[config.mk]
export PLATFORM = sky130hd
export DESIGN_NAME = sync_slot_scheduler
export DESIGN_NICKNAME = d
export VERILOG_FILES = /design/src/rtl/sts_pkg.sv /design/src/rtl/sts_sync_qual.sv /design/src/rtl/sts_smp_latch.sv /design/src/rtl/sts_slot_ctrl.sv /design/src/rtl/sync_slot_scheduler.sv
export SDC_FILE = /design/constraint.sdc
export NUM_CORES = 1
export LEC_CHECK = 0
export ABC_AREA = 1
export BUFFER_PORTS_ARGS = -buffer_cell sky130_fd_sc_hd__buf_2
export CORE_MARGIN = 2
export CORE_UTILIZATION = 54
export DETAILED_ROUTE_END_ITERATION = 7
export GPL_ROUTABILITY_DRIVEN = 0
export PLACE_DENSITY = 0.85
export SKIP_CTS_REPAIR_TIMING = 1
export SYNTH_ARGS = -nofsm -noshare
export SYNTH_HDL_FRONTEND = slang
export SYNTH_HIERARCHICAL = 1
export SYNTH_SLANG_ARGS = --single-unit
[constraint.sdc]
create_clock -name clk -period 3.6 [get_ports clk]
set_input_delay 0.54 -clock clk [delete_from_list [all_inputs] [get_ports clk]]
set_output_delay 0.54 -clock clk [all_outputs]
set_load 0.05 [all_outputs]
[src/rtl/sts_pkg.sv]
package sts_pkg;

  typedef enum logic [1:0] {
    MODE_TRIG  = 2'b00,
    MODE_SLOT  = 2'b01,
    MODE_DUAL  = 2'b10,
    MODE_SPLIT = 2'b11
  } smode_e;

  // sample is captured at the trigger rather than at slot A
  function automatic logic lat_at_trig(smode_e m);
    return (m == MODE_TRIG) || (m == MODE_SPLIT);
  endfunction

endpackage

[src/rtl/sts_sync_qual.sv]
module sts_sync_qual #(
  parameter int QUAL_LIM = 4
) (
  input  logic clk,
  input  logic rst,
  input  logic cmp_i,
  output logic acc_o
);
  localparam int QW = $clog2(QUAL_LIM + 2);

  logic [QW-1:0] cnt_q;

  always_ff @(posedge clk) begin
    if (rst)                              cnt_q <= '0;
    else if (!cmp_i)                      cnt_q <= '0;
    else if (cnt_q != QW'(QUAL_LIM + 1))  cnt_q <= cnt_q + 1'b1;
  end

  // qualifies once per high run, on the edge that pushes the count past the limit
  assign acc_o = cmp_i && (cnt_q == QW'(QUAL_LIM));

  a_r1_high_before_acc: assert property (@(posedge clk) disable iff (rst)
    acc_o |-> $past(cmp_i));
  a_r2_one_acc_per_run: assert property (@(posedge clk) disable iff (rst)
    acc_o |=> !acc_o);

endmodule

[src/rtl/sts_smp_latch.sv]
module sts_smp_latch #(
  parameter int W = 16
) (
  input  logic         clk,
  input  logic         rst,
  input  logic [W-1:0] data_i,
  input  logic         vld_i,
  input  logic         lat_i,
  output logic [W-1:0] smp_o
);
  logic [W-1:0] hold_q;
  logic [W-1:0] newest;
  logic [W-1:0] smp_q;

  assign newest = vld_i ? data_i : hold_q;

  always_ff @(posedge clk) begin
    if (rst) begin
      hold_q <= '0;
      smp_q  <= '0;
    end else begin
      if (vld_i) hold_q <= data_i;
      if (lat_i) smp_q  <= newest;
    end
  end

  assign smp_o = smp_q;

  a_r11_hold_without_latch: assert property (@(posedge clk) disable iff (rst)
    !lat_i |=> $stable(smp_o));
  a_r11_takes_valid_data: assert property (@(posedge clk) disable iff (rst)
    (lat_i && vld_i) |=> (smp_o == $past(data_i)));

endmodule

[src/rtl/sts_slot_ctrl.sv]
module sts_slot_ctrl
  import sts_pkg::*;
#(
  parameter int SLOT_W      = 10,
  parameter int FRAME_TICKS = 8
) (
  input  logic              clk,
  input  logic              rst,
  input  logic              tick_i,
  input  logic              acc_i,
  input  logic [1:0]        mode_i,
  input  logic [SLOT_W-1:0] slot_a_i,
  input  logic [SLOT_W-1:0] slot_b_i,
  input  logic              tx_done_i,
  output logic              lat_o,
  output logic              start_o,
  output logic              slot_o
);
  localparam int CW = SLOT_W + $clog2(FRAME_TICKS + 1) + 1;

  smode_e            mode_q;
  logic [SLOT_W-1:0] sa_q, sb_q, tmr_q;
  logic              busy_q, pa_q, pb_q, start_q, slot_q;
  logic              take, fire_a, fire_b, b_ok;
  smode_e            mode_in;

  assign mode_in = smode_e'(mode_i);
  assign take    = acc_i && !busy_q;
  assign fire_a  = pa_q && (tmr_q == sa_q);
  assign fire_b  = pb_q && !pa_q && (tmr_q == sb_q);
  assign b_ok    = mode_i[1] &&
                   (CW'(slot_b_i) >= CW'(slot_a_i) + CW'(FRAME_TICKS));

  assign lat_o = (take && lat_at_trig(mode_in)) ||
                 (fire_a && !lat_at_trig(mode_q)) ||
                 (fire_b && (mode_q == MODE_DUAL));

  always_ff @(posedge clk) begin
    if (rst) begin
      busy_q  <= 1'b0;
      pa_q    <= 1'b0;
      pb_q    <= 1'b0;
      tmr_q   <= '0;
      sa_q    <= '0;
      sb_q    <= '0;
      mode_q  <= MODE_TRIG;
      start_q <= 1'b0;
      slot_q  <= 1'b0;
    end else begin
      start_q <= fire_a || fire_b;
      if (fire_a)      slot_q <= 1'b0;
      else if (fire_b) slot_q <= 1'b1;
      if (take) begin
        busy_q <= 1'b1;
        pa_q   <= 1'b1;
        pb_q   <= b_ok;
        tmr_q  <= '0;
        sa_q   <= slot_a_i;
        sb_q   <= slot_b_i;
        mode_q <= mode_in;
      end else begin
        if ((pa_q || pb_q) && tick_i && (tmr_q != {SLOT_W{1'b1}}))
          tmr_q <= tmr_q + 1'b1;
        if (fire_a) pa_q <= 1'b0;
        if (fire_b) pb_q <= 1'b0;
        if (busy_q && !pa_q && !pb_q && tx_done_i)
          busy_q <= 1'b0;
      end
    end
  end

  assign start_o = start_q;
  assign slot_o  = slot_q;

  a_r3_start_is_pulse: assert property (@(posedge clk) disable iff (rst)
    start_o |=> !start_o);
  a_r10_start_only_busy: assert property (@(posedge clk) disable iff (rst)
    start_o |-> $past(busy_q));
  a_r8_slot_b_needs_mode: assert property (@(posedge clk) disable iff (rst)
    (start_o && slot_o) |-> mode_q[1]);
  a_r9_slot_b_spacing: assert property (@(posedge clk) disable iff (rst)
    (start_o && slot_o) |-> (CW'(sb_q) >= CW'(sa_q) + CW'(FRAME_TICKS)));
  a_r10_busy_keeps_config: assert property (@(posedge clk) disable iff (rst)
    (acc_i && busy_q) |=> ($stable(sa_q) && $stable(sb_q) && $stable(mode_q)));

endmodule

[src/rtl/sync_slot_scheduler.sv]
module sync_slot_scheduler #(
  parameter int SMP_W       = 16,
  parameter int SLOT_W      = 10,
  parameter int QUAL_LIM    = 4,
  parameter int FRAME_TICKS = 8
) (
  input  logic              clk,
  input  logic              rst,
  input  logic              tick_i,
  input  logic              sync_cmp_i,
  input  logic [SMP_W-1:0]  smp_data_i,
  input  logic              smp_vld_i,
  input  logic [1:0]        mode_i,
  input  logic [SLOT_W-1:0] slot_a_i,
  input  logic [SLOT_W-1:0] slot_b_i,
  input  logic              tx_done_i,
  output logic [SMP_W-1:0]  smp_o,
  output logic              start_o,
  output logic              slot_o
);
  logic acc;
  logic lat;

  sts_sync_qual #(.QUAL_LIM(QUAL_LIM)) u_qual (
    .clk   (clk),
    .rst   (rst),
    .cmp_i (sync_cmp_i),
    .acc_o (acc)
  );

  sts_slot_ctrl #(.SLOT_W(SLOT_W), .FRAME_TICKS(FRAME_TICKS)) u_ctrl (
    .clk       (clk),
    .rst       (rst),
    .tick_i    (tick_i),
    .acc_i     (acc),
    .mode_i    (mode_i),
    .slot_a_i  (slot_a_i),
    .slot_b_i  (slot_b_i),
    .tx_done_i (tx_done_i),
    .lat_o     (lat),
    .start_o   (start_o),
    .slot_o    (slot_o)
  );

  sts_smp_latch #(.W(SMP_W)) u_latch (
    .clk    (clk),
    .rst    (rst),
    .data_i (smp_data_i),
    .vld_i  (smp_vld_i),
    .lat_i  (lat),
    .smp_o  (smp_o)
  );

endmodule

==> Word level (Yosys, flattened, before mapping) <==
Index checks and enable logic that the tools add are counted.
{ "classes": {"eq_ne": 8, "addsub": 3, "order_cmp": 1, "bitwise": 1, "reduce_logical": 32, "mux": 7} }
{ "ops": {"columns": ["cell", "count"], "rows": [
  ["$eq 10x10->1", 2],
  ["$mux 16", 1],
  ["$ge 10x15->1", 1],
  ["$logic_and 1x1->1", 14],
  ["$add 10x4->11 const B", 1],
  ["$add 10x1->10 const B", 1],
  ["$ne 10x10->1 const B", 1],
  ["$eq 2x2->1 const B", 3],
  ["$logic_or 1x1->1", 6],
  ["$mux 1", 6],
  ["$reduce_bool 2->1", 3],
  ["$reduce_or 2->1", 3],
  ["$logic_not 1->1", 4],
  ["$logic_not 2->1", 2],
  ["$add 3x1->3 const B", 1],
  ["$eq 3x3->1 const B", 1],
  ["$ne 3x3->1 const B", 1],
  ["$not 1->1", 1]
]} }
{ "word_totals": {"wordCells": 64, "output_inout_bits": 18, "ff_bits": 72, "in_bits": 44} }

==> Logic depth before layout (Yosys ltp) <==
{ "logic_depth": {"word_depth": 6, "mapped_depth": 15, "depth_no_buf": 15} }

==> By module <==
Netlist, hierarchy kept.
{ "modules_own_cells": {"columns": ["module", "n_inst", "cells_per_inst", "area_per_inst_um2", "seq_area_each_um2"], "rows": [
  ["sts_slot_ctrl", 1, 335, 2229.6, 740.7],
  ["sts_smp_latch", 1, 170, 1296.2, 640.6],
  ["sts_sync_qual", 1, 29, 205.2, 60.1]
]} }

==> Worst setup path before layout <==
OpenSTA, ideal clock, no wires.
{ "synth_timing": {"path_type": "in2reg", "from": "in sync_cmp_i", "to": "reg u_latch.smp_q[10] (netlist: u_latch/smp_o[10])", "path_stages": 12, "arrival_time_ns": 1.865, "n_path_buf": 2, "setup_slack_ns": 1.626, "cell_sequence": "inv_1 > nor2_1 > inv_1 > or2_1 > buf_2 > nor2_1 > o22ai_1 > nand3_1 > buf_4 > nand3_1 > nand2_1 > inv_1"} }
{ "synth_via": {"elab_chain_len": 5} }
{ "synth_rtl": {"columns": ["item", "line_no", "rtl"], "rows": [
  ["start: declaration", "sync_slot_scheduler.sv:10", "input logic sync_cmp_i,"],
  ["$logic_and 1x1->1", "sts_sync_qual.sv:20", "assign acc_o = cmp_i && (cnt_q == QW'(QUAL_LIM));"],
  ["via acc", "sync_slot_scheduler.sv:21", "logic acc;"],
  ["$logic_and 1x1->1", "sts_slot_ctrl.sv:28", "assign take = acc_i && !busy_q;"],
  ["$logic_and 1x1->1", "sts_slot_ctrl.sv:34", "assign lat_o = (take && lat_at_trig(mode_in)) ||"],
  ["$logic_or 1x1->1", "sts_slot_ctrl.sv:34", null],
  ["$logic_or 1x1->1", "sts_slot_ctrl.sv:35", "(fire_a && !lat_at_trig(mode_q)) ||"],
  ["via lat", "sync_slot_scheduler.sv:22", "logic lat;"],
  ["end signal: assignment", "sts_smp_latch.sv:23", "if (lat_i) smp_q <= newest;"],
  ["end: declaration", "sts_smp_latch.sv:13", "logic [W-1:0] smp_q;"]
]} }
The timed path passes the listed nets, and every way through them passes these cells.
A chain may end at the register's enable or synchronous reset.

==> Final worst setup path <==
{ "layout_timing": {"from": "reg u_qual.cnt_q[0]", "to": "reg u_ctrl.tmr_q[2]"} }
{ "layout_via": {"elab_chain_len": 4} }
{ "layout_rtl": {"columns": ["item", "line_no", "rtl"], "rows": [
  ["start: declaration", "sts_sync_qual.sv:11", "logic [QW-1:0] cnt_q;"],
  ["start signal: assignment", "sts_sync_qual.sv:16", "else if (cnt_q != QW'(QUAL_LIM + 1)) cnt_q <= cnt_q + 1'b1;"],
  ["$eq 3x3->1", "sts_sync_qual.sv:20", null],
  ["$logic_and 1x1->1", "sts_sync_qual.sv:20", null],
  ["via acc", "sync_slot_scheduler.sv:21", null],
  ["$logic_and 1x1->1", "sts_slot_ctrl.sv:28", null],
  ["$reduce_or 2->1 (no line)", null, null],
  ["end signal: assignment", "sts_slot_ctrl.sv:63", "tmr_q <= tmr_q + 1'b1;"],
  ["end: declaration", "sts_slot_ctrl.sv:22", "logic [SLOT_W-1:0] sa_q, sb_q, tmr_q;"]
]} }
The timed path passes the listed nets, and every way through them passes these cells.

==> metrics.txt <==
via count=3455; final count of pins violating max slew=0; critical path data required time=3.88 ns; initial antenna violation count=0; number of iterations in the first detailed-routing pass=4; Core Box Area=6760 sq um; Chip Width=87.1 um; sum of routed wire length over all layers=8240 um; CP endpoint kind=flip-flop; share of synthesized flip-flops with an asynchronous set or reset=0; total clock buffers created by CTS=9; antenna violation net count after detailed routing=0; Max Buffers Root-to-Sink=2; total setup violations reported at the end of the flow=0; max capacitance violation total=0; vias in the first global route=3126; class of the tightest hold or removal check=input port to flip-flop; Overall Global Routing Usage=0.225; count of flip-flops with a built-in enable after synthesis=0; outcome=finished clean; vertical extent of the die=87.1 um; clk_lat worst skew=0.36 ns; maximum fanout encountered on the critical timing path=40; highest attainable clock frequency=0.437 GHz; Worst Max-Slew Pin Slew=0.805 ns; Worst Path Arrival=2.57 ns; total power of the final layout=1.79 mW; Max H-tree Level=3; sequential cell area fraction in the yosys report=0.386; Worst VDD drop=0.000236 V; Slew HR=0.464; final hold violation count=0; Yosys reg bits=72; number of design-rule violations left by the first detailed-router iteration=221; proportion of layout cells with a drive suffix above 1=0.175; number of instances in the synthesized netlist=534; Sw Share=0.222; xor/xnor cell area share of the yosys netlist=0.0352; global-route wire length before repair=13500 um; power density relative to cell area=418 nW/um^2; number of distinct standard cells referenced by the synthesized netlist=39; total die area=7590 sq um; P&R area growth vs syn=14.9%; Final Util=0.634; # clock sinks=72; mean routed wirelength per cell=12.2 um; fraction of power consumed by the clock network=0.475; primary flip-flop cell chosen by synthesis mapping=dfxtp_1; mean cell area of the mapped netlist=6.99 sq um; GRT Residual Overflow=0; nets=649; leakage power summed over all cells=2.07 nW; adder-cell share of the synthesized area=0.0537; final-layout worst hold slack=0.444 ns; launching element type of the critical path=flip-flop; setup tns final=0 ns; multiplexer area fraction after synthesis=0; CTS clock-pin slew for the worst setup and hold paths=0.08 ns; internal power=1.39 mW; yosys synthesis warning count=6; sum of net half-perimeters after detailed placement=5680 um; maximum number of pins on one net before global-route repair=42; combined flip-flop and latch cell area=1440 sq um; starting density of the core=0.552; type of the setup path with the least slack=flip-flop to flip-flop; largest family of logic cells by synthesized area=simple AND/OR/NAND/NOR gates; basic-gate share of the synthesized area counting and, or, nand and nor cells=0.303; RSZ-0062 raised after global routing=false; area taken by multi-input logic gates=1910 sq um; Psw=397 uW; Final Critical Period=2.29 ns; Yosys top cell area share=0.386; Port Buffer Count=61; number of antenna diodes=0; vias per cell=5.13; number of ports placed on the die boundary=62; fraction of the mapped netlist area in compound gates=0.118; final worst clock skew=0.0152 ns; Synth Net Count=594; TritonCTS clock tree=done; largest cells by area after synthesis=dfxtp_1 (39%), nand2_1 (13%), nor2_1 (7.6%), inv_1 (6.3%), a21oi_1 (6.3%); row cnt=30; CTS root buffer=clkbuf_8; cell type with the highest aggregate area in the netlist=dfxtp_1; proportion of power drawn by combinational gates=0.071; power share of the sequential group=0.454; Post-route DRC=0; final cycle utilization of the critical path=0.635; fill cell count=567; Synth Cell Area=3730 sq um
## cells by family (layout without fill, tap and decap cells)
family | Yosys count | in the layout
xor+xnor | 15 | 15
buf+inv | 85 | 145
flops | 72 | 72
simple gates | 263 | 263
fa+ha+maj | 16 | 16
compound gates | 83 | 83
## sequential cells by signal, indices dropped and copies added, names as in the netlist
register and count:
u_ctrl/busy_q 1, u_latch/hold_q 16, u_ctrl/tmr_q 10, u_latch/smp_o 16
u_ctrl/slot_o 1, u_ctrl/pa_q 1, u_qual/cnt_q 3, u_ctrl/mode_q 2
u_ctrl/pb_q 1, u_ctrl/sb_q 10, u_ctrl/start_o 1, u_ctrl/sa_q 10
## through the flow
stage               instances  setup slack, ns  area, sq um
CTS                       674             1.33         4290
global route              674             1.03         4290
global placement          658             1.27         4020
finish                    674             1.31         4290
detailed placement        658             1.23         4020
floorplan                 534             1.63         3730
## path summary, 6_finish.rpt
kind                   start           endpoint  slack (ns)  cells past startpoint
max          u_qual/cnt_q[0]    u_ctrl/tmr_q[2]        1.31                     11
min            smp_data_i[6]  u_latch/hold_q[6]        0.44                      3
max reg2reg  u_qual/cnt_q[0]    u_ctrl/tmr_q[2]        1.31                     11
min reg2reg    u_ctrl/busy_q      u_ctrl/busy_q        0.46                      2
## cells in the mapped netlist, types with 2 or more instances
| library cell | instances |
|---|---|
| nand3_2 | 3 |
| o21a_1 | 2 |
| nand2_1 | 133 |
| nor2_1 | 76 |
| buf_4 | 2 |
| buf_6 | 4 |
| buf_2 | 5 |
| o21ai_0 | 25 |
| xor2_1 | 12 |
| nor3_1 | 3 |
| inv_1 | 63 |
| a21oi_1 | 47 |
| ha_1 | 16 |
| nand4_1 | 3 |
| nand3_1 | 24 |
| xnor2_1 | 3 |
| dfxtp_1 | 72 |
| nand2_2 | 14 |
| o21ai_1 | 2 |
| clkbuf_1 | 6 |
## layer usage
layer / global-route usage / wire length, um
met5: 0 / 0
met1: 0.280 / 3640
met3: 0.0379 / 364
met2: 0.371 / 4030
met4: 0.123 / 198
## final cells by class
cell class                      instances  share of cell area
Sequential cell                        72               0.336
Tap cell                               80              0.0234
Multi-Input combinational cell        377               0.445
Timing Repair Buffer                   63              0.0747
Clock inverter                          6              0.0321
Clock buffer                           10              0.0298
Inverter                               66              0.0590
## worst max-delay path, stage by stage, from the launching register on
cell	delay, ns
dfxtp_1	0.37
inv_1	0.09
ha_1	0.20
nand2_1	0.06
nor2_1	0.04
inv_1	0.05
or2_1	0.09
buf_4	0.31
inv_1	0.22
nor2_1	0.23
clkinv_1	0.31
a21oi_1	0.23
## placed cells by master (no fill, tap or decap), types with 2 or more instances in the layout
| cell | instances |
|---|---|
| bufinv_16 | 4 |
| nor2_1 | 76 |
| xor2_1 | 12 |
| o21a_1 | 2 |
| nand3_2 | 3 |
| nand2_2 | 14 |
| ha_1 | 16 |
| nand3_1 | 24 |
| nor3_1 | 3 |
| o21ai_1 | 2 |
| clkbuf_8 | 9 |
| nand2_1 | 133 |
| nand4_1 | 3 |
| xnor2_1 | 3 |
| inv_1 | 63 |
| o21ai_0 | 25 |
| inv_6 | 3 |
| dfxtp_1 | 72 |
| a21oi_1 | 47 |
| buf_2 | 61 |
| buf_4 | 2 |
## power groups by stage
stage               sequential, mW  clock [mW]  combinational (mW)
floorplan                    0.832           0              0.0824
global placement             0.831           0               0.121
detailed placement           0.831           0               0.125
CTS                          0.812       0.862               0.127
global route                 0.813       0.891               0.145
finish                       0.812       0.851               0.126
Power figures use the tool's default switching activity.
